## config.mk

```make
export PLATFORM = sky130hd
export DESIGN_NAME = irq_entry_seq
export DESIGN_NICKNAME = d
export VERILOG_FILES = /design/src/rtl/irq_entry_pkg.sv /design/src/rtl/irq_pick.sv /design/src/rtl/irq_mask_trim.sv /design/src/rtl/irq_entry_seq.sv
export SDC_FILE = /design/constraint.sdc
export NUM_CORES = 1
export LEC_CHECK = 0
export CELL_PAD_IN_SITES_DETAIL_PLACEMENT = 1
export CELL_PAD_IN_SITES_GLOBAL_PLACEMENT = 1
export CORE_ASPECT_RATIO = 0.75
export CORE_UTILIZATION = 30
export CTS_BUF_LIST = sky130_fd_sc_hd__clkbuf_4 sky130_fd_sc_hd__clkbuf_8
export CTS_CLUSTER_SIZE = 16
export DETAILED_ROUTE_END_ITERATION = 7
export PLACE_DENSITY_LB_ADDON = 0.1
export SLEW_MARGIN = 20
export SYNTH_ARGS = -nofsm -noshare
export SYNTH_HDL_FRONTEND = slang
export SYNTH_SLANG_ARGS = --single-unit
```

## constraint.sdc

```tcl
create_clock -name clk -period 2.8 [get_ports clk]
set_clock_uncertainty 0.1 [all_clocks]
set_input_delay 0.28 -clock clk [delete_from_list [all_inputs] [get_ports clk]]
set_output_delay 0.28 -clock clk [all_outputs]
set_load 0.1 [all_outputs]
```

## src/rtl/irq_entry_pkg.sv

```systemverilog
package irq_entry_pkg;
  typedef enum logic [1:0] {
    ST_IDLE    = 2'd0,
    ST_PUSH_MC = 2'd1,
    ST_PUSH_IP = 2'd2,
    ST_LOAD    = 2'd3
  } seq_state_t;
endpackage

```

## src/rtl/irq_pick.sv

```systemverilog
// Fixed-priority picker: the lowest-numbered active line wins.
module irq_pick #(
  parameter int NLINES = 7,
  parameter int IDX_W  = 3
) (
  input  logic [NLINES-1:0] req,
  output logic              hit,
  output logic [IDX_W-1:0]  idx
);
  always_comb begin
    idx = '0;
    // Scan from the least urgent line down so the most urgent one writes last.
    for (int k = NLINES - 1; k >= 0; k--) begin
      if (req[k]) idx = IDX_W'(k + 1);
    end
  end

  assign hit = |req;
endmodule

```

## src/rtl/irq_mask_trim.sv

```systemverilog
// Keeps the enables of lines 1..idx and clears every line numbered higher.
module irq_mask_trim #(
  parameter int NLINES = 7,
  parameter int IDX_W  = 3
) (
  input  logic [NLINES-1:0] en,
  input  logic [IDX_W-1:0]  idx,
  output logic [NLINES-1:0] kept
);
  for (genvar g = 0; g < NLINES; g++) begin : g_line
    localparam logic [IDX_W-1:0] LINE_POS = IDX_W'(g);
    // Bit g is line g+1; it survives when g+1 <= idx.
    assign kept[g] = en[g] & (LINE_POS < idx);
  end
endmodule

```

## src/rtl/irq_entry_seq.sv

```systemverilog
module irq_entry_seq
  import irq_entry_pkg::*;
#(
  parameter int W        = 16,
  parameter int NLINES   = 7,
  parameter int VEC_BASE = 32,
  parameter int VEC_STEP = 4,
  parameter int WORD_B   = 2
) (
  input  logic              clk,
  input  logic              rst,
  input  logic              fetch_strobe,
  input  logic [NLINES-1:0] irq_req,
  input  logic [NLINES-1:0] en_mask,
  input  logic              carry_in,
  input  logic [W-1:0]      ip_in,
  input  logic [W-1:0]      csp_in,
  output logic              suppress,
  output logic              busy,
  output logic              mem_we,
  output logic [W-1:0]      mem_addr,
  output logic [W-1:0]      mem_wdata,
  output logic              upd_valid,
  output logic [W-1:0]      ip_out,
  output logic [W-1:0]      csp_out,
  output logic [NLINES-1:0] mask_out
);
  localparam int IDX_W = $clog2(NLINES + 1);
  localparam logic [W-1:0] STEP_B = W'(WORD_B);
  localparam logic [W-1:0] RESET_IP = W'(VEC_BASE);

  seq_state_t state;

  logic [NLINES-1:0] pending;
  logic              pend_hit;
  logic [IDX_W-1:0]  pick_idx;
  logic              take;

  logic [IDX_W-1:0]  idx_q;
  logic [NLINES-1:0] en_q;
  logic [W-1:0]      ip_q;
  logic [W-1:0]      csp_q;
  logic [NLINES-1:0] trimmed;

  assign pending = irq_req & en_mask;

  irq_pick #(.NLINES(NLINES), .IDX_W(IDX_W)) u_pick (
    .req (pending),
    .hit (pend_hit),
    .idx (pick_idx)
  );

  irq_mask_trim #(.NLINES(NLINES), .IDX_W(IDX_W)) u_trim (
    .en   (en_q),
    .idx  (idx_q),
    .kept (trimmed)
  );

  assign take     = fetch_strobe && (state == ST_IDLE) && pend_hit;
  assign suppress = take;
  assign busy     = (state != ST_IDLE);

  always_ff @(posedge clk) begin
    if (rst) begin
      state     <= ST_IDLE;
      idx_q     <= '0;
      en_q      <= '0;
      ip_q      <= '0;
      csp_q     <= '0;
      mem_we    <= 1'b0;
      mem_addr  <= '0;
      mem_wdata <= '0;
      upd_valid <= 1'b0;
      ip_out    <= RESET_IP;
      csp_out   <= '0;
      mask_out  <= '0;
    end else begin
      case (state)
        ST_IDLE: begin
          if (take) begin
            // Capture everything once; the rest of the sequence uses copies.
            idx_q     <= pick_idx;
            en_q      <= en_mask;
            ip_q      <= ip_in;
            csp_q     <= csp_in;
            mem_we    <= 1'b1;
            mem_addr  <= csp_in - STEP_B;
            mem_wdata <= W'({en_mask, carry_in});
            state     <= ST_PUSH_MC;
          end
        end
        ST_PUSH_MC: begin
          mem_we    <= 1'b1;
          mem_addr  <= csp_q - (STEP_B << 1);
          mem_wdata <= ip_q;
          state     <= ST_PUSH_IP;
        end
        ST_PUSH_IP: begin
          mem_we    <= 1'b0;
          upd_valid <= 1'b1;
          ip_out    <= W'(VEC_BASE + VEC_STEP * int'(idx_q));
          csp_out   <= csp_q - (STEP_B << 1);
          mask_out  <= trimmed;
          state     <= ST_LOAD;
        end
        default: begin
          upd_valid <= 1'b0;
          state     <= ST_IDLE;
        end
      endcase
    end
  end

  // A taken interrupt starts the first push on the next cycle.
  assert_take_starts_push_R2: assert property (@(posedge clk) disable iff (rst)
    suppress |=> (busy && mem_we));

  // The second push lands one word below the first.
  assert_push_order_R5: assert property (@(posedge clk) disable iff (rst)
    (mem_we && state == ST_PUSH_MC) |=> (mem_we && mem_addr == $past(mem_addr) - STEP_B));

  // The update follows directly after a write cycle and no write overlaps it.
  assert_update_after_push_R6: assert property (@(posedge clk) disable iff (rst)
    upd_valid |-> ($past(mem_we) && !mem_we));

  // The new CSP is the address of the last word written.
  assert_csp_matches_last_write_R6: assert property (@(posedge clk) disable iff (rst)
    upd_valid |-> (csp_out == $past(mem_addr)));

  // The load strobe lasts one cycle.
  assert_single_update_R6: assert property (@(posedge clk) disable iff (rst)
    upd_valid |=> !upd_valid);

  // Trimming only clears enables, never sets one.
  assert_trim_only_clears_R7: assert property (@(posedge clk) disable iff (rst)
    upd_valid |-> ((mask_out & ~en_q) == '0));

  // A boundary seen while busy is never suppressed.
  assert_no_reentry_R9: assert property (@(posedge clk) disable iff (rst)
    (busy && fetch_strobe) |-> !suppress);
endmodule

```

==> key figures, run 1 <==
Outcome
  – Status: finished clean

Floorplan
  – Die Width: 146 um
  – Die H: 110 um
  – Core area: 15,200 um2
  – Starting density of the core: 30.6%
  – Ports: 125
  – Die area: 16,000 um2
  – Row Count: 39

CTS
  – Clock slew at reported path FFs: 0.10 ns
  – Num CTS Buffers: 9
  – Root buf cell: clkbuf_8
  – Clock Path Buffers: 2
  – Clock net sink count: 104
  – Worst-Skew Late Latency: 0.38 ns
  – CTS tree: done
  – CTS H-Tree Depth: 3

Layout
  – Post-Layout Cell Count: 856
  – Area Overhead vs Synth: 28.0%
  – Commonest non-fill, non-tap cell in the layout: nand2_1
  – Antenna diodes: 0
  – Fillers: 1,792
  – Share of post-route cells with drive strength above 1: 17.4%
  – Fin nets: 703
  – Most frequent cells in the layout: nand2_1, dfxtp_1, buf_4

Setup path
  – CP arrival: 2.15 ns
  – CP startpoint kind: flop
  – CP peak stage delay: 0.35 ns
  – FF-to-FF Start: state[0]$_SDFFE_PP0P_
  – Req. time, crit path: 2.42 ns
  – CP Class: reg2out
  – Setup crit end kind: primary output
  – CP max-delay cell: dfxtp_1
  – Critical path origin: state[0]$_SDFFE_PP0P_
  – Crit-path max FO: 14
  – Crit-path cells: inv_1 -> ha_2 -> nand2_1 -> a31o_2 -> inv_2 -> buf_4 -> buf_12

Logic synthesis
  – Synth cell types: 52
  – Syn_area_per_cell: 8.47 um2
  – Syn Inst Count: 549
  – #FFs+latches synth: 104
  – Mapped Area: 4650 um2
  – Yosys top cell by area: dfxtp_1
  – Area share of the largest cell type after synthesis: 44.8%
  – Warnings, synthesis: 0
  – Synth area leaders: dfxtp_1, nand2_1, a21oi_1
  – Sequential cell area fraction in the yosys report: 44.8%

Route
  – Starting DRT DRC Count: 161
  – Final WL: 14.2 mm
  – ANT nets after route: 0
  – Post-route DRC: 0
  – DR vias/cell: 4.80
  – Via count: 4,108
  – Pre-antenna DRT Iters: 4
  – WL/cell: 16.6 um

Global routing
  – GRT Total Usage: 18.5%
  – Global-route wire length before repair: 22.6 mm
  – Largest net degree at the start of global routing: 44
  – Number of global-route vias before repair: 4,178
  – Initial antenna violation count: 0
  – Gr ovfl total: 0

Min path
  – Hold Path Class: in2reg
  – HP Start: rst

Run
  – Max-cap violations: 0

Timing
  – Max_slew headroom: 44.4%
  – RSZ-0062 raised after global routing: no
  – Worst Tran Pin Value: 0.834 ns
  – Period utilization: 90.5%
  – Final Hold Fails: 0
  – Max Fclk: 395 MHz
  – Setup TNS: 0 ns
  – Slew Limit Fails: 0
  – Final Critical Period: 2.53 ns
  – Fin Hold WS: 0.163 ns
  – Final setup fails: 0

Placed design
  – Routability Congestion: 0.787
  – Dpl hpwl: 10.7 mm
  – Placed instance count: 841
  – # port buffers: 111

Power and ir drop
  – VDD IR max: 0.487 mV
  – Leak pwr: 0.00233 uW
  – PwrDens: 1180 nW/um2
-- kinds of logic (layout without fill, tap and decap cells) --
family          count (synthesis)  after routing  share of synthesized area (%)
simple gates                  209            209                           20.8
compound gates                115            115                           15.7
flops                         104            104                           44.8
buf+inv                        62            153                           6.54
mux                            27             27                           5.87
xor+xnor                       24             24                           4.52
fa+ha+maj                       6              6                           1.61
other cells                     2             13                          0.162
-- Yosys cell counts (all sizes together) --
| master | number |
|---|---|
| a211oi | 17 |
| a21o | 1 |
| a21oi | 58 |
| a222oi | 1 |
| a22oi | 10 |
| a311oi | 3 |
| a31o | 2 |
| a32oi | 1 |
| and2 | 2 |
| buf | 26 |
| clkbuf | 26 |
| conb | 2 |
| dfxtp | 104 |
| ha | 6 |
| inv | 10 |
| mux2 | 2 |
| mux2i | 25 |
| nand2 | 108 |
| nand2b | 2 |
| nand3 | 6 |
| nand3b | 9 |
| nand4 | 4 |
| nand4b | 2 |
| nor2 | 54 |
| nor3 | 10 |
| nor3b | 2 |
| nor4 | 4 |
| nor4b | 1 |
| o2111ai | 1 |
| o211ai | 4 |
| o21ai | 13 |
| o311ai | 2 |
| o31a | 1 |
| o31ai | 1 |
| or3 | 2 |
| or3b | 1 |
| or4 | 2 |
| xnor2 | 13 |
| xor2 | 11 |
-- routing by layer --
layer | GRT usage [%] | part of all wire (%) | up-vias
met5 | 0 | 0 | -
met4 | 5.56 | 1.4 | 0
met3 | 4.48 | 4.1 | 15
met2 | 29.8 | 45 | 89
met1 | 24.4 | 50 | 1963
li1 | - | - | 2041
-- registers in the layout, summed over array words and instances, names as in the netlist --
name / cells
idx_q: 3
upd_valid: 1
mask_out: 7
en_q: 7
csp_out: 16
csp_q: 16
mem_we: 1
state: 2
mem_wdata: 16
ip_out: 3
ip_q: 16
mem_addr: 16
-- worst paths after layout --
check | endpoint | slack, ns | depth (start not counted)
max | suppress | 0.27 | 7
min | csp_out[8]$_SDFFE_PP0P_ | 0.16 | 2
max reg2reg | mem_addr[15]$_SDFFE_PP0P_ | 0.42 | 7
min reg2reg | ip_q[7]$_SDFFE_PP0P_ | 0.36 | 2
-- critical path: cells and delay by family (launching register included) --
family	cells	cell delay [ns]
buffers and inverters	4	0.65
DFF	1	0.35
AOI/OAI and AO/OA	1	0.34
adders and majority gates	1	0.28
and+or+nand+nor	1	0.12
-- report_power, final --
part	switching [uW]	leakage (uW)	internal, uW
sequential	250	0.000850	1810
combinational	3050	0.00139	1050
clock	538	0.0000895	351
total	3840	0.00233	3210
-- stage by stage --
stage	utilization [%]	worst slack [ns]	instance area (um2)	power (uW)
2_1_floorplan	-	0.103	4690	5180
3_3_place_gp	38.0	0.186	5770	6160
3_5_place_dp	38.0	0.101	5770	6230
4_1_cts	39.2	0.119	5950	7140
5_1_grt	39.2	0.113	5950	7440
6_report	39.2	0.266	5950	7050
-- final cells by class --
class | count | area [um2] | share of cell area, %
Multi-Input combinational cell | 394 | 2310 | 38.8
Sequential cell | 104 | 2080 | 35.0
Timing Repair Buffer | 128 | 1090 | 18.4
Tap cell | 205 | 256 | 4.31
Clock buffer | 10 | 138 | 2.31
Clock inverter | 5 | 38.8 | 0.652
Inverter | 10 | 37.5 | 0.631
-- timing repair --
| item | in CTS | in global routing |
|---|---|---|
| endpoints found under the setup margin | 0 | 1 |
| hold buffers | 0 | 0 |
| gates resized for setup | 0 | 1 |
| endpoints found under the hold margin | 0 | 0 |
| setup buffers | 0 | 0 |
No activity file was read; power rests on OpenSTA's default activity.
==> run 2: changes to the inputs <==
- CORE_ASPECT_RATIO: 0.75 -> unset
==> run 2 against run 1 <==
Final cell count fell by 2.1%. Global-route usage fell by 0.22 points. Critical path depth fell by 1. Maximum frequency rose by 7.1%. Register-to-register slack improved by 0.12 ns. Critical endpoint unchanged.
==> key figures, run 2 (synthesis results as in run 1) <==
Setup path
  – CP arrival: 1.99 ns
  – FF-to-FF Start: state[0]$_SDFFE_PP0P_
  – Crit-path max FO: 19
  – Worst R2R Path Depth: 8
  – Req. time, crit path: 2.42 ns
  – Reg2reg end: mem_wdata[11]$_SDFFE_PP0P_
  – CP Class: in2out
  – Setup crit end kind: primary output
  – Reg2Reg Setup Slack: 0.54 ns
  – CP startpoint kind: input port

Outcome
  – Status: finished clean

Route
  – Starting DRT DRC Count: 201
  – WL/cell: 16.7 um
  – Post-route DRC: 0
  – Via count: 4,060
  – Final WL: 14.0 mm
  – DR vias/cell: 4.84
  – ANT nets after route: 0
  – Pre-antenna DRT Iters: 4

Global routing
  – GRT Total Usage: 18.2%
  – Largest net degree at the start of global routing: 39
  – Initial antenna violation count: 0
  – Gr ovfl total: 0
  – Number of global-route vias before repair: 4,119
  – Global-route wire length before repair: 22.5 mm

Timing
  – Period utilization: 84.5%
  – Final Hold Fails: 0
  – Worst Tran Pin Value: 0.646 ns
  – Worst Setup Slack, final: 0.433 ns
  – Max_slew headroom: 56.9%
  – Final Critical Period: 2.37 ns
  – Setup TNS: 0 ns
  – RSZ-0062 raised after global routing: no
  – Max Fclk: 423 MHz
  – Final setup fails: 0
  – Slew Limit Fails: 0

Layout
  – Fin nets: 701
  – Register area: 2080 um2
  – Post-Layout Cell Count: 838
  – Most frequent cells in the layout: nand2_1, dfxtp_1, buf_4
  – Fillers: 1,796
  – Area Overhead vs Synth: 28.6%
  – Commonest non-fill, non-tap cell in the layout: nand2_1
  – Share of post-route cells with drive strength above 1: 17.1%
  – Antenna diodes: 0
  – Multi-input logic area: 2300 um2

Floorplan
  – Die H: 126 um
  – Starting density of the core: 30.7%
  – Core area: 15,100 um2
  – Ports: 125
  – Row Count: 45
  – Die Width: 126 um
  – Die area: 16,000 um2

CTS
  – Num CTS Buffers: 9
  – Clock net sink count: 104
  – CTS resizes: 0
  – CTS H-Tree Depth: 3
  – Clock slew at reported path FFs: 0.10 ns
  – Setup bufs post-CTS: 0
  – Root buf cell: clkbuf_8
  – CTS tree: done
  – Worst-Skew Late Latency: 0.39 ns
  – Clock Path Buffers: 2
  – Hold-fix buffers at CTS: 0

Placed design
  – # port buffers: 111
  – Routability Congestion: 0.796
  – Pre-CTS setup slack: 0.216 ns
  – Dpl hpwl: 10.3 mm
  – Placed instance count: 822

Min path
  – HP Start: rst
  – Min-Delay Path Depth: 2
  – Hold Path Class: in2reg
  – Hold EP: csp_out[2]$_SDFFE_PP0P_

Power and ir drop
  – PwrDens: 1210 nW/um2
  – VDD IR max: 0.653 mV
  – Leak pwr: 0.00235 uW

Run
  – Max-cap violations: 0
run 2: changes by cell type in the layout (fill, tap and decap cells not counted):
cell	delta
ha_2	-1
buf_4	-2
ha_1	+1
clkbuf_8	-1
bufinv_16	+3
clkinvlp_4	+1
inv_6	-2
run 2: power by group:
group,switching [uW],internal [uW],total (uW)
Sequential,245,1810,2060
Combinational,3010,1040,4050
Clock,544,595,1140
run 2: layer usage:
| layer | vias to the layer above | wire length, um | global-route usage, % |
|---|---|---|---|
| met2 | 83 | 6530 | 30.0 |
| met3 | 11 | 556 | 4.60 |
| met4 | 0 | 161 | 4.54 |
| met1 | 1923 | 6740 | 23.8 |
| met5 | - | 0 | 0 |
| li1 | 2043 | - | - |
run 2: final cells by class:
class                      count  share of cell area (%)
inverter                      10                   0.628
tap                          188                    3.93
clock inverter                 7                    1.99
clock buffer                   9                    2.07
timing repair buffer         126                    18.0
sequential                   104                    34.8
multi-input combinational    394                    38.5
run 2: metrics by stage:
| step | utilization (%) | power, uW | hold WS [ns] | area, um2 |
|---|---|---|---|---|
| 6_report | 39.5 | 7240 | 0.213 | 5980 |
| 3_3_place_gp | 37.9 | 6150 | 0.347 | 5740 |
| 4_1_cts | 39.5 | 7350 | 0.188 | 5980 |
| 5_1_grt | 39.5 | 7650 | 0.210 | 5980 |
| 2_1_floorplan | - | 5180 | 0.295 | 4690 |
| 3_5_place_dp | 37.9 | 6180 | 0.351 | 5740 |
run 2: worst max-delay path by stage:
stage,start,to
floorplan,state[0]$_SDFFE_PP0P_,en_q[0]$_SDFFE_PP0P_
detailed placement,en_mask[2],mem_wdata[11]$_SDFFE_PP0P_
CTS,state[0]$_SDFFE_PP0P_,suppress
global route,state[0]$_SDFFE_PP0P_,suppress
finish,en_mask[2],suppress
global placement,en_mask[1],mem_wdata[10]$_SDFFE_PP0P_
run 2: critical path, cell delays in order:
cell,delay [ns]
clkdlybuf4s50_1,0.48
a222oi_1,0.46
a31o_2,0.28
inv_2,0.07
buf_4,0.21
buf_12,0.19
